===== src/rtl/wadc_pkg.sv =====
package wadc_pkg;

    typedef enum logic [2:0] {
        ST_IDLE,
        ST_RAMP,
        ST_FILL,
        ST_CONV,
        ST_DONE
    } wadc_state_e;

endpackage


===== src/rtl/wadc_gray_counter.sv =====
module wadc_gray_counter #(
    parameter int CW = 10
) (
    input  logic          clk,
    input  logic          rst_n,
    input  logic          clear,
    input  logic          step,
    output logic [CW-1:0] gray_q,
    output logic          at_top
);
    logic [CW-1:0] bin_q;
    logic [CW-1:0] bin_nx;

    assign bin_nx = bin_q + 1'b1;
    assign at_top = (bin_q == {CW{1'b1}});

    always_ff @(posedge clk or negedge rst_n) begin
        if (!rst_n) begin
            bin_q  <= '0;
            gray_q <= '0;
        end else if (clear) begin
            bin_q  <= '0;
            gray_q <= '0;
        end else if (step && !at_top) begin
            bin_q  <= bin_nx;
            gray_q <= bin_nx ^ (bin_nx >> 1);
        end
    end

    // one bit at most changes per advance
    assert_gray_step_R2: assert property (@(posedge clk) disable iff (!rst_n)
        (step && !clear) |=> ($countones(gray_q ^ $past(gray_q)) <= 1));

    // count parks at its top value
    assert_count_park_R6: assert property (@(posedge clk) disable iff (!rst_n)
        (at_top && !clear) |=> $stable(gray_q));

endmodule


===== src/rtl/wadc_chan_latch.sv =====
module wadc_chan_latch #(
    parameter int CW = 10
) (
    input  logic          clk,
    input  logic          rst_n,
    input  logic          arm,
    input  logic          window,
    input  logic          fill,
    input  logic          cmp,
    input  logic [CW-1:0] count_g,
    output logic [CW-1:0] code_g,
    output logic          valid
);
    logic prev_q;

    always_ff @(posedge clk or negedge rst_n) begin
        if (!rst_n) begin
            code_g <= '0;
            valid  <= 1'b0;
            prev_q <= 1'b0;
        end else if (arm) begin
            valid  <= 1'b0;
            prev_q <= 1'b0;
        end else if (window) begin
            prev_q <= cmp;
            if (cmp && !prev_q && !valid) begin
                code_g <= count_g;
                valid  <= 1'b1;
            end
        end else if (fill && !valid) begin
            code_g <= count_g;
            valid  <= 1'b1;
        end
    end

    // once captured, the code stays until re-armed
    assert_first_edge_only_R4: assert property (@(posedge clk) disable iff (!rst_n)
        (valid && !arm) |=> $stable(code_g));

endmodule


===== src/rtl/wadc_gray2bin.sv =====
module wadc_gray2bin #(
    parameter int CW = 10
) (
    input  logic [CW-1:0] gray_i,
    output logic [CW-1:0] bin_o
);
    assign bin_o[CW-1] = gray_i[CW-1];

    for (genvar b = CW - 2; b >= 0; b--) begin : g_bit
        assign bin_o[b] = bin_o[b+1] ^ gray_i[b];
    end

endmodule


===== src/rtl/wadc_ramp_digitizer.sv =====
module wadc_ramp_digitizer
    import wadc_pkg::*;
#(
    parameter int NCH = 4,
    parameter int CW  = 10
) (
    input  logic              clk,
    input  logic              rst_n,
    input  logic              soc_i,
    input  logic [NCH-1:0]    cmp_i,
    output logic [NCH*CW-1:0] code_o,
    output logic              done_o
);
    localparam int IW = (NCH > 1) ? $clog2(NCH) : 1;
    localparam logic [IW-1:0] LAST = IW'(NCH - 1);

    wadc_state_e state_q, state_d;

    logic [IW-1:0]             idx_q;
    logic [NCH-1:0][CW-1:0]    code_q;
    logic [NCH-1:0][CW-1:0]    lat_g;
    logic [NCH-1:0]            lat_valid;
    logic [CW-1:0]             count_g;
    logic [CW-1:0]             sel_bin;
    logic                      at_top;
    logic                      arm;

    assign arm = (state_q == ST_IDLE) && soc_i;

    wadc_gray_counter #(.CW(CW)) u_count (
        .clk    (clk),
        .rst_n  (rst_n),
        .clear  (arm),
        .step   (state_q == ST_RAMP),
        .gray_q (count_g),
        .at_top (at_top)
    );

    for (genvar c = 0; c < NCH; c++) begin : g_chan
        wadc_chan_latch #(.CW(CW)) u_latch (
            .clk     (clk),
            .rst_n   (rst_n),
            .arm     (arm),
            .window  (state_q == ST_RAMP),
            .fill    (state_q == ST_FILL),
            .cmp     (cmp_i[c]),
            .count_g (count_g),
            .code_g  (lat_g[c]),
            .valid   (lat_valid[c])
        );
    end

    wadc_gray2bin #(.CW(CW)) u_g2b (
        .gray_i (lat_g[idx_q]),
        .bin_o  (sel_bin)
    );

    // state register
    always_ff @(posedge clk or negedge rst_n) begin
        if (!rst_n) state_q <= ST_IDLE;
        else        state_q <= state_d;
    end

    // next-state decode
    always_comb begin
        state_d = state_q;
        unique case (state_q)
            ST_IDLE: if (soc_i)        state_d = ST_RAMP;
            ST_RAMP: if (at_top)       state_d = ST_FILL;
            ST_FILL:                   state_d = ST_CONV;
            ST_CONV: if (idx_q == LAST) state_d = ST_DONE;
            ST_DONE:                   state_d = ST_IDLE;
            default:                   state_d = ST_IDLE;
        endcase
    end

    // output side: conversion index and code bank
    always_ff @(posedge clk or negedge rst_n) begin
        if (!rst_n) begin
            idx_q  <= '0;
            code_q <= '0;
        end else begin
            unique case (state_q)
                ST_FILL: idx_q <= '0;
                ST_CONV: begin
                    code_q[idx_q] <= sel_bin;
                    idx_q         <= idx_q + 1'b1;
                end
                default: ;
            endcase
        end
    end

    assign code_o = code_q;
    assign done_o = (state_q == ST_DONE);

    // completion is a single-cycle pulse
    assert_done_pulse_R7: assert property (@(posedge clk) disable iff (!rst_n)
        done_o |=> !done_o);

    // every channel holds a capture before conversion starts
    assert_all_valid_R6: assert property (@(posedge clk) disable iff (!rst_n)
        (state_q == ST_CONV) |-> (&lat_valid));

    // the window only closes at the top count
    assert_fill_at_top_R6: assert property (@(posedge clk) disable iff (!rst_n)
        (state_q == ST_FILL) |-> at_top);

    // the code bank is written only during conversion
    assert_codes_hold_R9: assert property (@(posedge clk) disable iff (!rst_n)
        (state_q != ST_CONV) |=> $stable(code_q));

    // a start pulse mid-ramp does not restart the count
    assert_soc_ignored_R8: assert property (@(posedge clk) disable iff (!rst_n)
        (state_q == ST_RAMP && soc_i && !at_top) |=> (state_q == ST_RAMP));

endmodule


===== config.mk =====
export PLATFORM = sky130hd
export DESIGN_NAME = wadc_ramp_digitizer
export DESIGN_NICKNAME = d
export VERILOG_FILES = /design/src/rtl/wadc_pkg.sv /design/src/rtl/wadc_gray_counter.sv /design/src/rtl/wadc_chan_latch.sv /design/src/rtl/wadc_gray2bin.sv /design/src/rtl/wadc_ramp_digitizer.sv
export SDC_FILE = /design/constraint.sdc
export NUM_CORES = 1
export LEC_CHECK = 0
export BUFFER_PORTS_ARGS = -buffer_cell sky130_fd_sc_hd__buf_2
export CAP_MARGIN = 30
export CORE_ASPECT_RATIO = 0.7
export CORE_MARGIN = 5
export CORE_UTILIZATION = 40
export DETAILED_ROUTE_END_ITERATION = 10
export SLEW_MARGIN = 20
export SYNTH_ARGS = -nofsm -noshare
export SYNTH_HDL_FRONTEND = slang
export SYNTH_SLANG_ARGS = --single-unit
export TNS_END_PERCENT = 10

===== constraint.sdc =====
create_clock -name clk -period 6.7 [get_ports clk]
set_input_delay 0.67 -clock clk [delete_from_list [all_inputs] [get_ports clk]]
set_output_delay 0.67 -clock clk [all_outputs]
set_load 0.01 [all_outputs]

==> metrics.yaml, run 1 <==
clk_pin_slew_ns: 0.07
post-route-period-util: 0.4530
core-area_mm2: 0.01246
cts_sinks: 112
die_h_um: 104.5
yosysWarnings: 0
netlist_area_mm2: 0.005097
synth_xor_area_frac: 0.07315
overflow: 0
async_flop_share: 1.000
fmax_mhz: 329.5
synthAdderAreaFrac: 0.01227
setup.worst_path.end_class: "register"
synth_edf_count: 0
synth_compound_area_frac: 0.08616
dieArea_mm2: 0.01514
critical_path_required_ns: 6.90
grt_pass1_vias: 3338
antennaDiodeCount: 0
dp_hpwl_um: 7981
crit_arrival_ns: 3.24
antenna_found_initial: 0
place.gp.congestion: 0.7717
grt_pass1_wl_um: 18480
synth.area.top_cells: "dfrtp_1 (55%), mux2_2 (9.7%), o21ai_0 (4.9%), nand2_1 (4.3%), mux4_2 (4.0%)"
die_width_um: 144.9
tightest_slew_ns: 0.8182
cts_max_level: 3
ioPinCount: 48
start_util: 0.4090
startpoint_type: "register"
finalSetupViolCount: 0
post_cts_buffers: 0
area_delta_synth_final_pct: 13.60
cts_buffers: 9
tns_ns: 0
synth_top_area_cell: "dfrtp_1"
finClkSkew_ns: 0.006924
routedWlPerCell_um: 17.37
wl_um: 11170
muxShareOfSynthArea: 0.1421
netlist_instances: 437
port-buffer-count: 47
synth.distinct_cells: 42
synthTopCellsByCount: "dfrtp_1 (112), nand2_1 (59), o21ai_0 (50), mux2_2 (44)"
critPathKind: "register to register"
syn_nets: 449
drt_iter0_markers: 143
synth_top_area_share: 0.5498
postCtsHoldBufs: 0
outcome: "finished clean"
grt_max_degree: 64
cp_max_fo: 14
drv_slew: 0
vias: 3412
slew_headroom: 0.4545
firstDrtPassIters: 5
yosysMostFrequentCell: "dfrtp_1"
cts_max_path_buffers: 2
ys.flop_type: "dfrtp_1"
viasPerCell: 5.306
clk_latency_ns: 0.34
fin_crit_ns: 3.035
finalHoldViolations: 0
ys_seq_area_frac: 0.5498
cts_resized: 0
synth_top_family_by_area: "multiplexers"
drive_above_1_share: 0.2807
layout.nets: 488
rsz0062_at_grt: "no"
drc: 0
fp-row-count: 34
cap_viol_max_count: 0
cts_root_buf: "clkbuf_16"
cts_tree: "built"
syn-mean-instance-area_um2: 11.66
hold_path.class: "primary input to async pin"
ant_nets: 0
synth-seq-cells: 112
synthSimpleGateAreaFrac: 0.1087
grt.total_usage: 0.1508
## worst max-delay path, cell delays in order (launching register included)
cell	delay, ns
dfrtp_1	0.88
mux4_1	0.74
xnor2_4	0.27
xnor3_2	0.62
xnor2_2	0.27
o21ai_1	0.11
## final timing paths
check | startpoint | to | slack [ns] | depth (start not counted)
hold / removal | rst_n | u_count.bin_q[0] | 0.35 | 1
setup reg to reg | idx_q[0] | code_o[10] | 3.67 | 5
setup / recovery | idx_q[0] | code_o[10] | 3.67 | 5
hold reg to reg | code_o[36] | code_o[36] | 0.48 | 2
max in group asynchronous | rst_n | code_o[13] | 5.10 | 2
min in group clk | code_o[36] | code_o[36] | 0.48 | 2
## logic make-up after synthesis
kind of cell	after synthesis
and+or+nand+nor	119
DFF	112
AOI/OAI and AO/OA	81
muxes	54
buffers and inverters	35
xor gates and xnor gates	31
adders and majority gates	5
## layer usage
metal  share of wire  routed length (um)  up-vias  GRT usage
met5               0                   0        -          0
met4          0.0066                  74        0    0.03159
met3           0.069                 769        8    0.04399
met2            0.43                4770       81     0.2099
met1            0.50                5555     1716     0.2321
li1                -                   -     1607          -
## state kept, by name, indices dropped and copies added, names as in the netlist
name and flops:
code_o 40, g_chan.u_latch.code_g 40, g_chan.u_latch.prev_q 4, g_chan.u_latch.valid 4
idx_q 2, state_q 3, u_count.bin_q 9, u_count.gray_q 10
## cell usage in the layout, fill, tap and decap left out, types with 3 or more instances in the layout
| cell | count |
|---|---|
| dfrtp_1 | 112 |
| nand2_1 | 59 |
| o21ai_0 | 50 |
| buf_2 | 46 |
| mux2_2 | 44 |
| nor2_1 | 22 |
| nand3_1 | 14 |
| xnor2_1 | 13 |
| inv_1 | 10 |
| mux4_2 | 9 |
| xor2_1 | 9 |
| clkbuf_16 | 9 |
| o21ai_1 | 8 |
| a21oi_1 | 8 |
| a31oi_1 | 8 |
| buf_4 | 7 |
| ha_1 | 5 |
| xnor2_2 | 4 |
| nor3_1 | 3 |
| or3_1 | 3 |
| nor4_2 | 3 |
## final cells by class
| class | instances | area (um2) |
|---|---|---|
| Clock buffer | 10 | 239.0 |
| Tap cell | 162 | 202.7 |
| Inverter | 10 | 37.54 |
| Fill cell | 1098 | 6674 |
| Sequential cell | 112 | 2803 |
| Timing Repair Buffer | 53 | 282.8 |
| Clock inverter | 6 | 67.56 |
| Multi-Input combinational cell | 290 | 2158 |
## metrics by stage
step	cell area, um2	hold WS, ns	util	std cells	setup slack, ns
2_1_floorplan	5097	0.3744	-	437	4.352
3_3_place_gp	5484	0.4580	0.4400	627	3.724
3_5_place_dp	5484	0.4658	0.4400	627	3.636
4_1_cts	5791	0.3728	0.4646	643	3.620
5_1_grt	5791	0.4024	0.4646	643	3.446
6_report	5791	0.3546	0.4646	643	3.665
Power of run 1 is not shown: default switching activity piles up to over one toggle a cycle in this logic, so the estimate is an artifact.
==> run 2, diff against run 1 <==
- clock period: 6.7 -> 2.9 ns (I/O delays scaled with it)
==> run 2 against run 1 <==
Against the previous run:
- wire length down 1.2%
- via count down 0.79%
- first-iteration DRC count is 17% lower
- core utilization grew 1.1 points
- register-to-register slack worse by 3.4 ns
==> metrics.yaml, run 2 (same netlist as run 1, synthesis figures left out) <==
critPathTopFamily: "XOR/XNOR gates"  # unchanged
firstDrtPassIters: 4  # was 5
hold_path.class: "primary input to register"  # was primary input to async pin
die_h_um: 104.5  # unchanged
cts_buffers: 9  # unchanged
grt.total_usage: 0.1507  # was 0.1508
m1WireLength_um: 5747  # was 5555 um
die_width_um: 144.9  # unchanged
critical_path_required_ns: 3.10  # was 6.90 ns
startpoint_type: "register"  # unchanged
fp-row-count: 34  # unchanged
layout_commonest_cell: "dfrtp_1"  # unchanged
crit_chain: "buf_4 -> mux4_2 -> xnor2_2 -> xnor3_2 -> xnor2_2 -> o21ai_1"  # was mux4_1 -> xnor2_4 -> xnor3_2 -> xnor2_2 -> o21ai_1
cp_common_cell: "xnor2_2"
dieArea_mm2: 0.01514  # unchanged
clk_pin_slew_ns: 0.07  # about the same
ioPinCount: 48  # unchanged
grt_max_degree: 66  # was 64
cp_max_fo: 10  # was 14
path_buf_inv: 1  # was 0
layout.nets: 493  # was 488
vias: 3385  # was 3412
slew_headroom: 0.5572  # was 0.4545
post-route-period-util: 0.8917  # was 0.4530
finClkSkew_ns: 0.008989  # was 0.006924 ns
drv_slew: 0  # unchanged
cts_max_level: 3  # unchanged
place.gp.congestion: 0.7660  # was 0.7717
cts_resized: 0  # unchanged
finalSetupViolCount: 0  # unchanged
ant_nets: 0  # unchanged
multi_input_area_mm2: 0.002158  # unchanged
cts_sinks: 112  # unchanged
cts_root_buf: "clkbuf_16"  # unchanged
wl_met2_um: 4670  # was 4770 um
critPathKind: "register to register"  # unchanged
nFillCells: 1116  # was 1098
wl_um: 11040  # was 11170 um
crit_arrival_ns: 2.79  # was 3.24 ns
grt_pass1_vias: 3264  # was 3338
tightest_slew_ns: 0.6626  # was 0.8182 ns
fmax_mhz: 386.7  # was 329.5 MHz
top_layer_used: "met4"  # unchanged
critPathMaxStageDelay_ns: 0.58  # was 0.88 ns
layout_common_cells: "dfrtp_1 (112), nand2_1 (59), o21ai_0 (50)"  # unchanged
drive_above_1_share: 0.2860  # was 0.2807
overflow: 0  # unchanged
tns_ns: 0  # unchanged
grt_pass1_wl_um: 18470  # was 18480 um
rsz0062_at_grt: "no"  # unchanged
outcome: "finished clean"  # unchanged
port-buffer-count: 47  # unchanged
regArea_mm2: 0.002803  # unchanged
clk_latency_ns: 0.35  # was 0.34 ns
area_delta_synth_final_pct: 16.32  # was 13.60%
cap_viol_max_count: 0  # unchanged
core-area_mm2: 0.01246  # unchanged
routedWlPerCell_um: 17.03  # was 17.37 um
fin_crit_ns: 2.586  # was 3.035 ns
utilization: 0.4757  # was 0.4646
antenna_found_initial: 0  # unchanged
dp_hpwl_um: 7980  # was 7981 um
cts_max_path_buffers: 2  # unchanged
crit_path_top_delay_cell: "mux4_2"  # was dfrtp_1
setup.worst_path.end_class: "register"  # unchanged
start_util: 0.4090  # unchanged
antennaDiodeCount: 0  # unchanged
wl_met3_um: 509  # was 769 um
finalHoldViolations: 0  # unchanged
drt_iter0_markers: 119  # was 143
drc: 0  # unchanged
viasPerCell: 5.224  # was 5.306
cts_tree: "built"  # unchanged
post_cts_buffers: 0  # unchanged
==> run 2: cell count changes in the layout (fill, tap and decap cells not counted), sizes merged <==
| cell | delta |
|---|---|
| buf | +4 |
| bufinv | +4 |
| clkinvlp | -2 |
| clkbuf | -1 |
| dlygate4sd3 | +1 |
| inv | -1 |
==> run 2: final timing paths <==
kind,endpoint,from,cells after the start,slack (ns)
worst max-delay path,code_o[0],idx_q[0],6,0.31
worst min-delay path,g_chan[0].u_latch.prev_q,cmp_i[0],3,0.20
worst max register to register,code_o[0],idx_q[0],6,0.31
max in group asynchronous,code_o[34],rst_n,3,1.61
worst min register to register,code_o[1],code_o[1],2,0.48
min in group asynchronous,u_count.bin_q[0],rst_n,2,0.51
==> run 2: through the flow <==
| stage | cells | instance area [um2] | setup slack, ns | hold WS [ns] |
|---|---|---|---|---|
| floorplan | 437 | 5097 | 0.5518 | -0.005591 |
| global placement | 631 | 5527 | 0.3789 | 0.3540 |
| detailed placement | 631 | 5527 | 0.3035 | 0.3640 |
| CTS | 648 | 5929 | 0.2876 | 0.1917 |
| global route | 648 | 5929 | 0.1428 | 0.1923 |
| finish | 648 | 5929 | 0.3141 | 0.2021 |
==> run 2: final cells by class <==
class,count,share of cell area
clock buffer,9,0.03798
clock inverter,7,0.02828
inverter,10,0.006330
multi-input combinational,290,0.3640
sequential,112,0.4727
tap,162,0.03418
timing repair buffer,58,0.05655
==> run 2: what timing repair did <==
item / CTS / global route
hold buffers: 1 / 0
endpoints found under the hold margin: 44 / 0
setup endpoints to repair: 0 / 0
==> run 2: per-layer routing <==
metal	GRT usage	up-vias
met5	0	-
met4	0.03226	0
met3	0.04225	11
met2	0.2076	46
met1	0.2343	1714
li1	-	1614
==> run 2: worst min-delay path, cell delays in order <==
cell and delay [ns]:
buf_2 0.09, a21oi_1 0.05, nor2_1 0.07
Power of run 2 is left out for the same reason.
==> run 3, diff against run 2 <==
- SYNTH_HIERARCHICAL: default -> 1
==> run 3 against run 2 <==
Against the previous run:
- first-iteration DRC count grew 17%
- critical path type unchanged
- flip-flop and latch count is the same
- sequential share of layout area shrank 1.6 points
- maximum frequency shrank 1.1%
- largest cell class unchanged
- critical endpoint is now code_o[11]
- wire length shrank 2.7%
- die area grew 5.8%
- synthesized area grew 6.3%
- setup slack lost 0.029 ns
==> metrics.yaml, run 3 <==
ioPinCount: 48  # unchanged
vdd_drop_max_mv: 0.3264
postCtsHoldBufs: 0  # was 1
grt_pass1_wl_um: 18330  # was 18470 um
worstRegToRegCells: 5  # was 6
p_seq_frac: 0.460
crit_chain: "mux4_2 -> xor3_2 -> xnor3_2 -> xor2_1 -> mux2_2"  # was buf_4 -> mux4_2 -> xnor2_2 -> xnor3_2 -> xnor2_2 -> o21ai_1
hold_path.class: "primary input to async pin"  # was primary input to register
pwr-share-comb: 0.296
vias: 3137  # was 3385
cts_resized: 0  # unchanged
power.static_leakage_nw: 2.997
cts_root_buf: "clkbuf_16"  # unchanged
crit_arrival_ns: 2.84  # was 2.79 ns
grt_pass1_vias: 3350  # was 3264
area_delta_synth_final_pct: 13.11  # was 16.32%
rsz0062_at_grt: "no"  # unchanged
crit_path_top_delay_cell: "mux4_2"  # unchanged
intPower_mw: 3.129
die_h_um: 107.4  # was 104.5 um
firstDrtPassIters: 4  # unchanged
setup.worst_path.end_class: "register"  # unchanged
start_util: 0.4098  # was 0.4090
routedWlPerCell_um: 17.21  # was 17.03 um
port-buffer-count: 47  # unchanged
switching_share: 0.3347
hold_slack_ns: 0.05376  # was 0.2021 ns
total_power_mw: 4.704
power_switching_mw: 1.575
post-route-period-util: 0.9015  # was 0.8917
critical_path_required_ns: 3.13  # was 3.10 ns
finalHoldViolations: 0  # unchanged
slew_headroom: 0.4269  # was 0.5572
layout.nets: 447  # was 493
cts_max_level: 3  # unchanged
cts_sinks: 112  # unchanged
drt_iter0_markers: 139  # was 119
yosysWarnings: 6  # was 0
synth_top_area_cell: "dfrtp_1"  # unchanged
async_flop_share: 1.000  # unchanged
yosysMostFrequentCell: "dfrtp_1"  # unchanged
cts_buffers: 9  # unchanged
tightest_slew_ns: 0.8596  # was 0.6626 ns
critPathMaxStageDelay_ns: 0.57  # was 0.58 ns
core-area_mm2: 0.01323  # was 0.01246 mm2
place.gp.congestion: 0.8167  # was 0.7660
r2r_setup_slack_ns: 0.29  # was 0.31 ns
pwr-share-clk: 0.244
startpoint_type: "register"  # unchanged
finalSetupViolCount: 0  # unchanged
synth_edf_count: 0  # unchanged
synth.distinct_cells: 52  # was 42
ant_nets: 0  # unchanged
cts_max_path_buffers: 2  # unchanged
layout_commonest_cell: "dfrtp_1"  # unchanged
finClkSkew_ns: 0.008552  # was 0.008989 ns
fin_crit_ns: 2.614  # was 2.586 ns
clk_pin_slew_ns: 0.07  # about the same
layout_common_cells: "dfrtp_1 (112), mux2_2 (71), buf_2 (46)"  # was dfrtp_1 (112), nand2_1 (59), o21ai_0 (50)
cp_max_fo: 6  # was 10
post_cts_buffers: 0  # unchanged
drive_above_1_share: 0.4351  # was 0.2860
die_width_um: 149.1  # was 144.9 um
dieArea_mm2: 0.01602  # was 0.01514 mm2
grt_max_degree: 64  # was 66
outcome: "finished clean"  # unchanged
syn-mean-instance-area_um2: 14.08  # was 11.66 um2
syn_nets: 397  # was 449
cts_tree: "built"  # unchanged
viasPerCell: 5.027  # was 5.224
tns_ns: 0  # unchanged
overflow: 0  # unchanged
netlist_instances: 385  # was 437
cellPowerDensity_mw_per_mm2: 767.2
synth.area.top_cells: "dfrtp_1 (52%), mux2_2 (15%), mux4_2 (4.2%), mux2_4 (2.5%), xor2_1 (2.4%)"  # was dfrtp_1 (55%), mux2_2 (9.7%), o21ai_0 (4.9%), nand2_1 (4.3%), mux4_2 (4.0%)
drc: 0  # unchanged
cap_viol_max_count: 0  # unchanged
synthTopCellsByCount: "dfrtp_1 (112), mux2_2 (71), nor2_1 (26), xor2_1 (15), xnor2_1 (13)"  # was dfrtp_1 (112), nand2_1 (59), o21ai_0 (50), mux2_2 (44)
antenna_found_initial: 0  # unchanged
dp_hpwl_um: 7664  # was 7980 um
antennaDiodeCount: 0  # unchanged
fmax_mhz: 382.5  # was 386.7 MHz
netlist_area_mm2: 0.005420  # was 0.005097 mm2
critPathKind: "register to register"  # unchanged
placed_cell_area_mm2: 0.005858  # was 0.005527 mm2
wl_um: 10740  # was 11040 um
fp-row-count: 35  # was 34
drv_slew: 0  # unchanged
grt.total_usage: 0.1441  # was 0.1507
ys.flop_type: "dfrtp_1"  # unchanged
synth_top_area_share: 0.5171  # was 0.5498
clk_latency_ns: 0.35  # about the same
finish.instance_area_mm2: 0.006131  # was 0.005929 mm2
synth-seq-cells: 112  # unchanged
ys_seq_area_frac: 0.5171  # was 0.5498
run 3: changes by cell type after synthesis, sizes merged, moves of 8 or more:
cell and delta:
buf +15, mux2i +8, nand2 -47, mux2 +36
a211oi +11, o21ai -56, clkbuf -19
run 3: cell type report:
| type | instances | area (um2) |
|---|---|---|
| clock buffer | 9 | 225.2 |
| tap | 185 | 231.5 |
| sequential | 112 | 2803 |
| inverter | 10 | 37.54 |
| clock inverter | 6 | 47.55 |
| multi-input combinational | 242 | 2439 |
| timing repair buffer | 60 | 347.8 |
| fill | 1196 | 7094 |
run 3: cell families (layout without fill, tap and decap cells):
logic type,count (synthesis),in the layout,synth area share
xor gates and xnor gates,32,32,0.06279
adders and majority gates,5,5,0.01154
muxes,98,98,0.2288
AOI/OAI and AO/OA,39,39,0.06210
DFF,112,112,0.5171
buffers and inverters,31,85,0.03578
and+or+nand+nor,68,68,0.08195
run 3: final timing paths:
path,to,start
min in group clk,g_chan[0].u_latch/prev_q,cmp_i[0]
min reg2reg,g_chan[3].u_latch/code_g[3],g_chan[3].u_latch/code_g[3]
min,u_count/bin_q[5],rst_n
max,code_o[11],idx_q[0]
max reg2reg,code_o[11],idx_q[0]
max in group asynchronous,code_o[22],rst_n
run 3: power by group through the flow:
| stage | Clock (mW) | Combinational (mW) | Sequential (mW) |
|---|---|---|---|
| 4_1_cts | 1.18 | 1.40 | 2.16 |
| 3_5_place_dp | 0 | 1.39 | 2.19 |
| 5_1_grt | 1.24 | 1.56 | 2.22 |
| 6_report | 1.15 | 1.39 | 2.16 |
| 3_3_place_gp | 0 | 1.36 | 2.18 |
| 2_1_floorplan | 0 | 1.26 | 2.00 |
run 3: layer usage:
metal / up-vias / part of all wire / track usage
li1: 1471 / - / -
met1: 1612 / 0.52 / 0.2165
met2: 45 / 0.44 / 0.2143
met3: 9 / 0.039 / 0.03451
met4: 0 / 0.0079 / 0.02547
met5: - / 0 / 0
run 3: worst max-delay path, delay by kind of cell (launching register included):
kind / cells / cell delay [ns]
DFF: 1 / 0.47
muxes: 2 / 0.86
xor gates and xnor gates: 3 / 1.16
run 3: stage by stage:
stage	setup WS [ns]	util	instances
3_3_place_gp	0.3106	0.4430	609
3_5_place_dp	0.2443	0.4430	609
2_1_floorplan	-0.01320	-	385
6_report	0.2855	0.4636	624
5_1_grt	0.1485	0.4636	624
4_1_cts	0.2503	0.4636	624
(Power assumes the default switching activity.)
